**src/rtl/rzrx_pkg.sv**
```systemverilog
package rzrx_pkg;
  localparam int WORD_BITS = 32;
  localparam int LBL_BITS  = 8;
  localparam int SDI_BITS  = 2;
  localparam int MASK_BITS = 1 << SDI_BITS;
  localparam int TBL_DEPTH = 1 << LBL_BITS;
  localparam int CNT_BITS  = $clog2(WORD_BITS + 2);

  typedef struct packed {
    logic [MASK_BITS-1:0] sdi_mask;
    logic                 en;
  } acc_entry_t;

  // {hi, lo} leg pair after synchronization
  typedef enum logic [1:0] {
    LN_NULL = 2'b00,
    LN_ZERO = 2'b01,
    LN_ONE  = 2'b10,
    LN_BAD  = 2'b11
  } line_t;
endpackage

```
**src/rtl/rzrx_line_decoder.sv**
```systemverilog
module rzrx_line_decoder
  import rzrx_pkg::*;
#(
  parameter int FAST_DIV    = 2000,
  parameter int SLOW_DIV    = 16000,
  parameter int GAP_BITS    = 2,
  parameter int SYNC_STAGES = 2
) (
  input  logic clk,
  input  logic rst_n,
  input  logic leg_hi,
  input  logic leg_lo,
  input  logic rate_slow,
  output logic bit_vld,
  output logic bit_val,
  output logic line_bad,
  output logic gap_end
);
  localparam int MAX_DIV = (FAST_DIV > SLOW_DIV) ? FAST_DIV : SLOW_DIV;
  localparam int CNT_W   = $clog2(GAP_BITS * MAX_DIV + 1);

  logic [SYNC_STAGES-1:0] hi_sync, lo_sync;
  line_t                  cur, prev;
  logic [CNT_W-1:0]       idle_cnt, gap_lim;

  always_ff @(posedge clk or negedge rst_n) begin
    if (!rst_n) begin
      hi_sync <= '0;
      lo_sync <= '0;
    end else begin
      hi_sync <= {hi_sync[SYNC_STAGES-2:0], leg_hi};
      lo_sync <= {lo_sync[SYNC_STAGES-2:0], leg_lo};
    end
  end

  assign cur     = line_t'({hi_sync[SYNC_STAGES-1], lo_sync[SYNC_STAGES-1]});
  assign gap_lim = rate_slow ? CNT_W'(GAP_BITS * SLOW_DIV) : CNT_W'(GAP_BITS * FAST_DIV);

  always_ff @(posedge clk or negedge rst_n) begin
    if (!rst_n) begin
      prev     <= LN_NULL;
      idle_cnt <= '0;
    end else begin
      prev <= cur;
      if (cur != LN_NULL)         idle_cnt <= '0;
      else if (idle_cnt < gap_lim) idle_cnt <= idle_cnt + 1'b1;
    end
  end

  // a bit is the onset of a single-leg pulse out of null
  assign bit_vld  = (prev == LN_NULL) && ((cur == LN_ONE) || (cur == LN_ZERO));
  assign bit_val  = (cur == LN_ONE);
  assign line_bad = (cur == LN_BAD) && (prev != LN_BAD);
  assign gap_end  = (cur == LN_NULL) && (idle_cnt == gap_lim - 1'b1);

  AST_EVT_EXCL: assert property (@(posedge clk) disable iff (!rst_n)
    $onehot0({bit_vld, line_bad, gap_end}));
endmodule

```
**src/rtl/rzrx_word_builder.sv**
```systemverilog
module rzrx_word_builder
  import rzrx_pkg::*;
(
  input  logic                 clk,
  input  logic                 rst_n,
  input  logic                 bit_vld,
  input  logic                 bit_val,
  input  logic                 line_bad,
  input  logic                 gap_end,
  output logic                 word_vld,
  output logic [WORD_BITS-1:0] word,
  output logic                 frame_err,
  output logic                 line_err
);
  logic [CNT_BITS-1:0]  cnt;
  logic [WORD_BITS-1:0] asm_q;
  logic                 bad;
  logic [4:0]           wr_idx;

  // label arrives high bit first, the rest low bit first
  always_comb begin
    if (cnt < CNT_BITS'(8)) wr_idx = 5'(3'd7 - cnt[2:0]);
    else                    wr_idx = cnt[4:0];
  end

  always_ff @(posedge clk or negedge rst_n) begin
    if (!rst_n) begin
      cnt       <= '0;
      asm_q     <= '0;
      bad       <= 1'b0;
      word_vld  <= 1'b0;
      word      <= '0;
      frame_err <= 1'b0;
      line_err  <= 1'b0;
    end else begin
      word_vld  <= 1'b0;
      frame_err <= 1'b0;
      line_err  <= line_bad;
      if (gap_end && ((cnt != '0) || bad)) begin
        if (!bad) begin
          if (cnt == CNT_BITS'(WORD_BITS)) begin
            word_vld <= 1'b1;
            word     <= asm_q;
          end else begin
            frame_err <= 1'b1;
          end
        end
        cnt   <= '0;
        bad   <= 1'b0;
        asm_q <= '0;
      end else begin
        if (line_bad) bad <= 1'b1;
        if (bit_vld) begin
          if (cnt < CNT_BITS'(WORD_BITS))     asm_q[wr_idx] <= bit_val;
          if (cnt < CNT_BITS'(WORD_BITS + 1)) cnt <= cnt + 1'b1;
        end
      end
    end
  end

  AST_FRAME_EXCL: assert property (@(posedge clk) disable iff (!rst_n)
    !(frame_err && word_vld));
  AST_CNT_BOUND: assert property (@(posedge clk) disable iff (!rst_n)
    cnt <= CNT_BITS'(WORD_BITS + 1));
endmodule

```
**src/rtl/rzrx_accept_table.sv**
```systemverilog
module rzrx_accept_table
  import rzrx_pkg::*;
(
  input  logic                 clk,
  input  logic                 rst_n,
  input  logic                 we,
  input  logic [LBL_BITS-1:0]  waddr,
  input  acc_entry_t           wdata,
  input  logic                 word_vld,
  input  logic [WORD_BITS-1:0] word,
  input  logic                 keep_bad,
  output logic                 accept,
  output logic                 par_err
);
  acc_entry_t          tbl [TBL_DEPTH];
  acc_entry_t          ent;
  logic [SDI_BITS-1:0] sdi;

  always_ff @(posedge clk or negedge rst_n) begin
    if (!rst_n) begin
      for (int i = 0; i < TBL_DEPTH; i++) tbl[i] <= '0;
    end else if (we) begin
      tbl[waddr] <= wdata;
    end
  end

  assign ent     = tbl[word[LBL_BITS-1:0]];
  assign sdi     = word[LBL_BITS +: SDI_BITS];
  assign par_err = ~^word;
  assign accept  = word_vld && ent.en && ent.sdi_mask[sdi] && (!par_err || keep_bad);
endmodule

```
**src/rtl/bprz_label_rx.sv**
```systemverilog
module bprz_label_rx
  import rzrx_pkg::*;
#(
  parameter int FAST_DIV = 2000,
  parameter int SLOW_DIV = 16000,
  parameter int GAP_BITS = 2
) (
  input  logic                 clk,
  input  logic                 rst_n,
  input  logic                 leg_hi,
  input  logic                 leg_lo,
  input  logic                 rate_slow,
  input  logic                 keep_bad_par,
  input  logic                 tbl_we,
  input  logic [LBL_BITS-1:0]  tbl_addr,
  input  logic                 tbl_en,
  input  logic [MASK_BITS-1:0] tbl_sdi_mask,
  output logic                 out_valid,
  input  logic                 out_ready,
  output logic [WORD_BITS-1:0] out_word,
  output logic                 out_par_err,
  output logic                 line_err,
  output logic                 frame_err
);
  logic                 bit_vld, bit_val, line_bad, gap_end;
  logic                 word_vld, accept, par_err, load;
  logic [WORD_BITS-1:0] word;
  acc_entry_t           wentry;

  assign wentry = '{sdi_mask: tbl_sdi_mask, en: tbl_en};

  rzrx_line_decoder #(
    .FAST_DIV(FAST_DIV), .SLOW_DIV(SLOW_DIV), .GAP_BITS(GAP_BITS), .SYNC_STAGES(2)
  ) dec_i (
    .clk(clk), .rst_n(rst_n), .leg_hi(leg_hi), .leg_lo(leg_lo), .rate_slow(rate_slow),
    .bit_vld(bit_vld), .bit_val(bit_val), .line_bad(line_bad), .gap_end(gap_end)
  );

  rzrx_word_builder bld_i (
    .clk(clk), .rst_n(rst_n), .bit_vld(bit_vld), .bit_val(bit_val),
    .line_bad(line_bad), .gap_end(gap_end), .word_vld(word_vld), .word(word),
    .frame_err(frame_err), .line_err(line_err)
  );

  rzrx_accept_table tbl_i (
    .clk(clk), .rst_n(rst_n), .we(tbl_we), .waddr(tbl_addr), .wdata(wentry),
    .word_vld(word_vld), .word(word), .keep_bad(keep_bad_par),
    .accept(accept), .par_err(par_err)
  );

  // single holding register; the line cannot stall, so a busy slot drops
  assign load = accept && (!out_valid || out_ready);

  always_ff @(posedge clk or negedge rst_n) begin
    if (!rst_n) begin
      out_valid   <= 1'b0;
      out_word    <= '0;
      out_par_err <= 1'b0;
    end else if (load) begin
      out_valid   <= 1'b1;
      out_word    <= word;
      out_par_err <= par_err;
    end else if (out_ready) begin
      out_valid <= 1'b0;
    end
  end

  AST_HOLD_STABLE: assert property (@(posedge clk) disable iff (!rst_n)
    (out_valid && !out_ready) |=> (out_valid && $stable(out_word) && $stable(out_par_err)));
  AST_PAR_FLAG: assert property (@(posedge clk) disable iff (!rst_n)
    out_valid |-> (out_par_err == ~^out_word));
  AST_PAR_GATE: assert property (@(posedge clk) disable iff (!rst_n)
    $rose(out_valid) |-> (!out_par_err || $past(keep_bad_par)));
  AST_ERR_EXCL: assert property (@(posedge clk) disable iff (!rst_n)
    !(line_err && frame_err));
  AST_DROP_NEXT: assert property (@(posedge clk) disable iff (!rst_n)
    (out_valid && out_ready && !word_vld) |=> !out_valid);
endmodule

```
**config.mk**
```make
export PLATFORM = sky130hd
export DESIGN_NAME = bprz_label_rx
export DESIGN_NICKNAME = d
export VERILOG_FILES = /design/src/rtl/rzrx_pkg.sv /design/src/rtl/rzrx_line_decoder.sv /design/src/rtl/rzrx_word_builder.sv /design/src/rtl/rzrx_accept_table.sv /design/src/rtl/bprz_label_rx.sv
export SDC_FILE = /design/constraint.sdc
export NUM_CORES = 2
export LEC_CHECK = 0
export ABC_AREA = 0
export ABC_CLOCK_PERIOD_IN_PS = 3200
export BUFFER_PORTS_ARGS = -buffer_cell sky130_fd_sc_hd__buf_2
export CELL_PAD_IN_SITES_DETAIL_PLACEMENT = 1
export CELL_PAD_IN_SITES_GLOBAL_PLACEMENT = 1
export CORE_MARGIN = 5
export CORE_UTILIZATION = 49
export DETAILED_ROUTE_END_ITERATION = 8
export PLACE_DENSITY_LB_ADDON = 0.1
export SKIP_CTS_REPAIR_TIMING = 1
export SYNTH_ARGS = -nofsm -noshare
export SYNTH_HDL_FRONTEND = slang
export SYNTH_HIERARCHICAL = 1
export SYNTH_SLANG_ARGS = --single-unit
```
**constraint.sdc**
```tcl
create_clock -name clk -period 3.2 [get_ports clk]
set_input_delay 0.48 -clock clk [delete_from_list [all_inputs] [get_ports clk]]
set_output_delay 0.48 -clock clk [all_outputs]
set_load 0.01 [all_outputs]
```
# == Word level (Yosys, flattened, before mapping) ==
# Cells that the tools add are included.
# classes
order_cmp,10
mux,31
reduce_logical,30
eq_ne,6
n_addsub,4
bitwise_logic,3
# op_table
cell,count
bitwise mux 1280 bit,1
two-way mux 32 bit,3
two-way mux 15 bit,3
binary-select mux 5 bit (select 8 bit),1
demux 5 bit (select 8 bit),1
bitwise mux 32 bit,1
XNOR reduction 32 bit,1
two-way mux 5 bit,4
"greater-or-equal comparator 9 bit, second input constant",2
two-way mux 6 bit,3
NOT 8 -> 9 bit,2
"adder 15 x 1 -> 15 bit, second input constant",1
== test 15 bit,1
< comparator 15 bit,1
"subtractor 15 x 1 -> 15 bit, second input constant",1
nonzero test 2 bit,7
"< comparator 6 bit, second input constant",2
two-way mux 1 bit,12
logical AND 1 bit,10
"< comparator 9 x 1 -> 1 bit, second input constant",1
"adder 6 x 1 -> 6 bit, second input constant",1
"== test 6 bit, second input constant",1
"< comparator 5 x 6 -> 1 bit, second input constant",1
"< comparator 6 x 4 -> 1 bit, second input constant",1
15 further kinds,22
# word_totals
input_bits,21
regBits,1409
out_inout_bits,36
word_cells,610

# == Depth between registers and ports, before layout ==
# depth
depth_word,10
depth_mapped,18
ltp_nobuf,10

# == By module ==
# Netlist, hierarchy kept.
# by_module_without_submodules
module,seq_area_each_um2,instances,cells_each,area_per_inst_um2
rzrx_accept_table,32030.7,1,4004,59349.4
rzrx_word_builder,1851.8,1,306,3443.3
bprz_label_rx,850.8,1,73,1427.6
rzrx_line_decoder,525.5,1,121,1255.0

# == Worst setup path before layout ==
# OpenSTA, ideal clock, no wires.
# synth_timing
path_type,register -> register
from,reg bld_i.word[1]
to,reg out_par_err
required_ns,3.075
setup_ns,0.125
stages_incl_launch_ff,13
setup_slack_ns,-0.347
path_buffers,3
arrival_time_ns,3.422
period_less_slack_ns,3.547
path_cell_list,dfrtp_1 -> clkbuf_1 -> clkbuf_1 -> mux4_2 -> mux4_2 -> a22oi_1 -> a21oi_1 -> or4_1 -> and3_1 -> a21boi_1 -> nand2_4 -> buf_12 -> mux2_4
# synth_via
elab_chain_cells,9
word_cells_on_any_way,13
cone_classes,5 x mux; 1 x bitwise; 7 x reduce/logical
# synth_rtl
item,line,text
start: declaration,rzrx_word_builder.sv:11,"output logic [WORD_BITS-1:0] word,"
start signal: assignment,rzrx_word_builder.sv:43,word <= asm_q;
NOT 8 -> 9 bit (not written as such),rzrx_accept_table.sv:27,assign ent = tbl[word[LBL_BITS-1:0]];
binary-select mux 5 bit (select 8 bit),rzrx_accept_table.sv:27,
two-way mux 5 bit (not written as such) (2 in series),rzrx_accept_table.sv:27,
binary-select mux 1 bit (select 2 bit),rzrx_accept_table.sv:30,assign accept = word_vld && ent.en && ent.sdi_mask[sdi] && (!par_err || keep_bad);
two-way mux 1 bit (not written as such),rzrx_accept_table.sv:30,
logical AND 1 bit,rzrx_accept_table.sv:30,
logical AND 1 bit *,rzrx_accept_table.sv:30,
net accept,bprz_label_rx.sv:26,"logic word_vld, accept, par_err, load;"
logical AND 1 bit *,bprz_label_rx.sv:52,assign load = accept && (!out_valid || out_ready);
end signal: assignment,bprz_label_rx.sv:62,out_par_err <= par_err;
end: declaration,bprz_label_rx.sv:21,"output logic out_par_err,"
# The timed path passes the listed nets; every way through them passes the cells marked *. The select of a mux whose other input is x is not followed.
# A chain may end at the register's enable or synchronous reset.

# == Worst setup path in the final report ==
# layout_timing
from,reg bld_i.word[0]
to,reg out_word[12]
# layout_via
elab_chain_cells,9
word_cells_on_any_way,13
cone_classes,5 x mux; 1 x bitwise; 7 x reduce/logical
# layout_rtl
item,line,text
NOT 8 -> 9 bit (not written as such),rzrx_accept_table.sv:27,
binary-select mux 5 bit (select 8 bit),rzrx_accept_table.sv:27,
two-way mux 5 bit (not written as such) (2 in series),rzrx_accept_table.sv:27,
binary-select mux 1 bit (select 2 bit),rzrx_accept_table.sv:30,
two-way mux 1 bit (not written as such),rzrx_accept_table.sv:30,
logical AND 1 bit,rzrx_accept_table.sv:30,
logical AND 1 bit *,rzrx_accept_table.sv:30,
net accept,bprz_label_rx.sv:26,
logical AND 1 bit *,bprz_label_rx.sv:52,
end signal: assignment,bprz_label_rx.sv:61,out_word <= word;
end: declaration,bprz_label_rx.sv:20,"output logic [WORD_BITS-1:0] out_word,"
# Marked as above.

==> qor.yml <==
status:
  status: "complete, but fails checks"
  violations: "negative setup slack"
floorplan:
  initial_core_util: 0.492
  io-pin-count: 57
  die_h_um: 376
  fp.dieArea_um2: 141000
  rows: 134
  coreArea_um2: 133000
  die_w_um: 376
cells_and_area:
  final_nets: 4966
  area_growth_pct: 17.6
  fin_area_um2: 77000
  drive_gt1_frac: 0.497
  final_common_cell: "dfrtp_1"
  final_cell_mix: "dfrtp_1, mux2_2, buf_4, mux4_2, nor2_1"
  fillers: 12600
  utilization: 0.579
  stdcell_count: 6830
placement:
  io_buffers: 56
  dpl.cell_count: 6525
  postPlaceCellArea_um2: 71500
  dp_slack_ns: -1.31
  gp_congestion: 0.871
  dpl.hpwl_um: 137000
worst_setup_path:
  crit_type: "flop to flop"
  required_ns: 3.86
  path_buf_inv: 4
  critPathLaunchType: "flop"
  worstPathArrival_ns: 4.75
  cp_top_family: "multiplexers"
  rr_worst_depth: 13
  path_cells: "buf_12, buf_4, mux4_2, mux4_2, a22oi_2, buf_6, a211oi_1, or4_1, and3_1, a21boi_4, nand2_4, buf_12, mux2_4"
  path_max_fanout: 13
  slowest_delay_ns: 0.53
  reg2reg_from: "bld_i/word[0]"
  ff2ff_setup_slack_ns: -0.89
  r2r-end: "out_word[12]"
  crit_slowest_cell: "dfrtp_4"
  end_kind: "flop"
grt:
  grt_usage: 0.288
  grt-ovfl-total: 0
  grt_pass1_wl_um: 307000
  antenna_found_initial: 7
  grt_use_met3: 0.0436
  grt_pass1_vias: 45300
  grt.met2_usage: 0.461
  busiest_layer: "met2"
  grt_max_degree: 145
  gr-usage-met1: 0.411
synthesis:
  seq_area_frac_synth: 0.539
  synth_area_um2: 65500
  yosys_warnings: 6
  yosysTopAreaCell: "dfrtp_1"
  ys.flop_type: "dfrtp_1"
  synth_cell_type_count: 92
  synth_cells: 4504
  synth_nets: 4537
  yosys-top-cells-area: "dfrtp_1, mux2_2, mux4_2"
  avgSynthCellArea_um2: 14.5
  synth_edf_count: 0
  yosys.area.top_type_share: 0.539
  ys_async_sr_fraction: 1.00
  synth.ff_latch_count: 1409
drt:
  wire_per_inst_um: 29.8
  drc: 0
  via_count: 42000
  drtPass1Iterations: 5
  vias_per_cell: 6.14
  dr.first_iter.drc_count: 3157
  antenna_left: 0
  wl_um: 204000
min_path:
  hold_end: "out_valid"
  hold_path_depth: 3
  hold_path_class: "input port to flop"
  hp-start: "out_ready"
power:
  switchingPower_mw: 9.07
  clkPwrFrac: 0.465
  leakage_nw: 35.7
  pwr-share-comb: 0.057
  switching_share: 0.228
  p_int_mw: 30.7
  pwr-share-seq: 0.479
  p_per_area_nw_per_um2: 516
  peakVddDrop_v: 0.000544
sta:
  finalHoldViolCount: 0
  tightest_slew_ns: 1.02
  slew_headroom: 0.318
  fin_crit_sh: 1.28
  drv_slew: 0
  setup_slack_ns: -0.895
  setup_viol: 34
  finClkSkew_ns: 0.0214
  max_freq_mhz: 244
  rsz0062_at_grt: "yes"
  final.min_clock_period_ns: 4.09
clocking:
  clk_path_buf_depth: 3
  clock_sinks: 1409
  cts-root-buf: "clkbuf_16"
  clk-insertion-delay-late_ns: 0.78
  cts_tree: "yes"
  cts.clk_slew.worst_paths_ns: 0.06
  numCtsBuffers: 158
  htree_levels: 4
job:
  drv_cap: 0
==> logic make-up (layout without fill, tap and decap cells) <==
family,count (synthesis),count (layout),share of synthesized area
AOI/OAI and AO/OA,291,291,0.0310
other,0,7,0
buffers and inverters,351,902,0.0242
xor gates and xnor gates,41,41,0.00548
DFF,1409,1409,0.539
adders and majority gates,12,12,0.00229
and+or+nand+nor,629,629,0.0466
muxes,1771,1771,0.352
==> through the flow <==
| step | hold slack (ns) | power (mW) | TNS (ns) |
|---|---|---|---|
| after global routing | 0.134 | 41.2 | -30.90 |
| after detailed placement | 0.342 | 21.6 | -42.87 |
| final | 0.159 | 39.8 | -29.26 |
| after CTS | -0.414 | 40.2 | -43.85 |
| after floorplan | 0.184 | 20.4 | -6.04 |
| after global placement | 0.333 | 21.5 | -46.13 |
==> power by group through the flow <==
| stage | registers [mW] | logic, mW | clock network [mW] |
|---|---|---|---|
| after detailed placement | 19.3 | 2.26 | 0 |
| after floorplan | 19.2 | 1.27 | 0 |
| after CTS | 19.0 | 2.28 | 18.9 |
| after global placement | 19.3 | 2.19 | 0 |
| after global routing | 19.1 | 2.46 | 19.7 |
| final | 19.0 | 2.26 | 18.5 |
==> synth_stat cells, types with 10 or more instances <==
master    count
dfrtp_1    1409
mux2_2     1319
mux4_2      273
nor2_1      245
clkbuf_1    232
nand2_1     148
mux2i_1     143
buf_2        60
a22oi_1      59
nand3_1      59
a21oi_1      58
o21ai_0      39
xnor2_1      37
o22ai_1      32
mux2_4       30
nand4_1      27
nor3_1       24
nor2b_1      22
inv_1        20
o211ai_1     19
nand2b_1     16
buf_4        14
ha_1         12
a211oi_1     11
buf_1        10
==> flip-flops by register name, summed over array words and instances (netlist names), 2 cells and up <==
signal / cells
dec_i/prev: 2
bld_i/word: 32
bld_i/asm_q: 32
dec_i/idle_cnt: 15
out_word: 32
dec_i/lo_sync: 2
tbl_i/tbl: 1280
bld_i/cnt: 6
dec_i/hi_sync: 2
==> cell type report <==
| cell class | instances | area, um2 | share of cell area |
|---|---|---|---|
| antenna | 7 | 17.5 | 0.000227 |
| clock buffer | 240 | 4710 | 0.0611 |
| clock inverter | 42 | 563 | 0.00731 |
| inverter | 22 | 82.6 | 0.00107 |
| multi-input combinational | 2744 | 28700 | 0.373 |
| sequential | 1409 | 35300 | 0.458 |
| tap | 1768 | 2210 | 0.0287 |
| timing repair buffer | 598 | 5470 | 0.0710 |
==> worst max path at each step <==
| stage | from | endpoint | slack (ns) | depth (start not counted) |
|---|---|---|---|---|
| final | bld_i/word[0] | out_word[12] | -0.89 | 13 |
| after global routing | bld_i/word[0] | out_word[12] | -0.94 | 13 |
| after CTS | bld_i/word[0] | out_word[29] | -1.34 | 15 |
| after detailed placement | bld_i/word[0] | out_word[29] | -1.31 | 15 |
| after global placement | bld_i/word[0] | out_word[27] | -1.40 | 15 |
| after floorplan | bld_i/word[0] | out_par_err | -0.19 | 13 |
==> worst min-delay path, cell delays in order <==
cell	delay [ns]
buf_2	0.10
nand2b_4	0.15
or2b_1	0.16
==> per-layer routing <==
layer	wire length (um)	share of wire	vias to the layer above
met4	6850	0.034	0
met3	10400	0.051	323
li1	-	-	17600
met5	0	0	-
met2	96900	0.48	1092
met1	89500	0.44	23000
(Power assumes the default switching activity.)
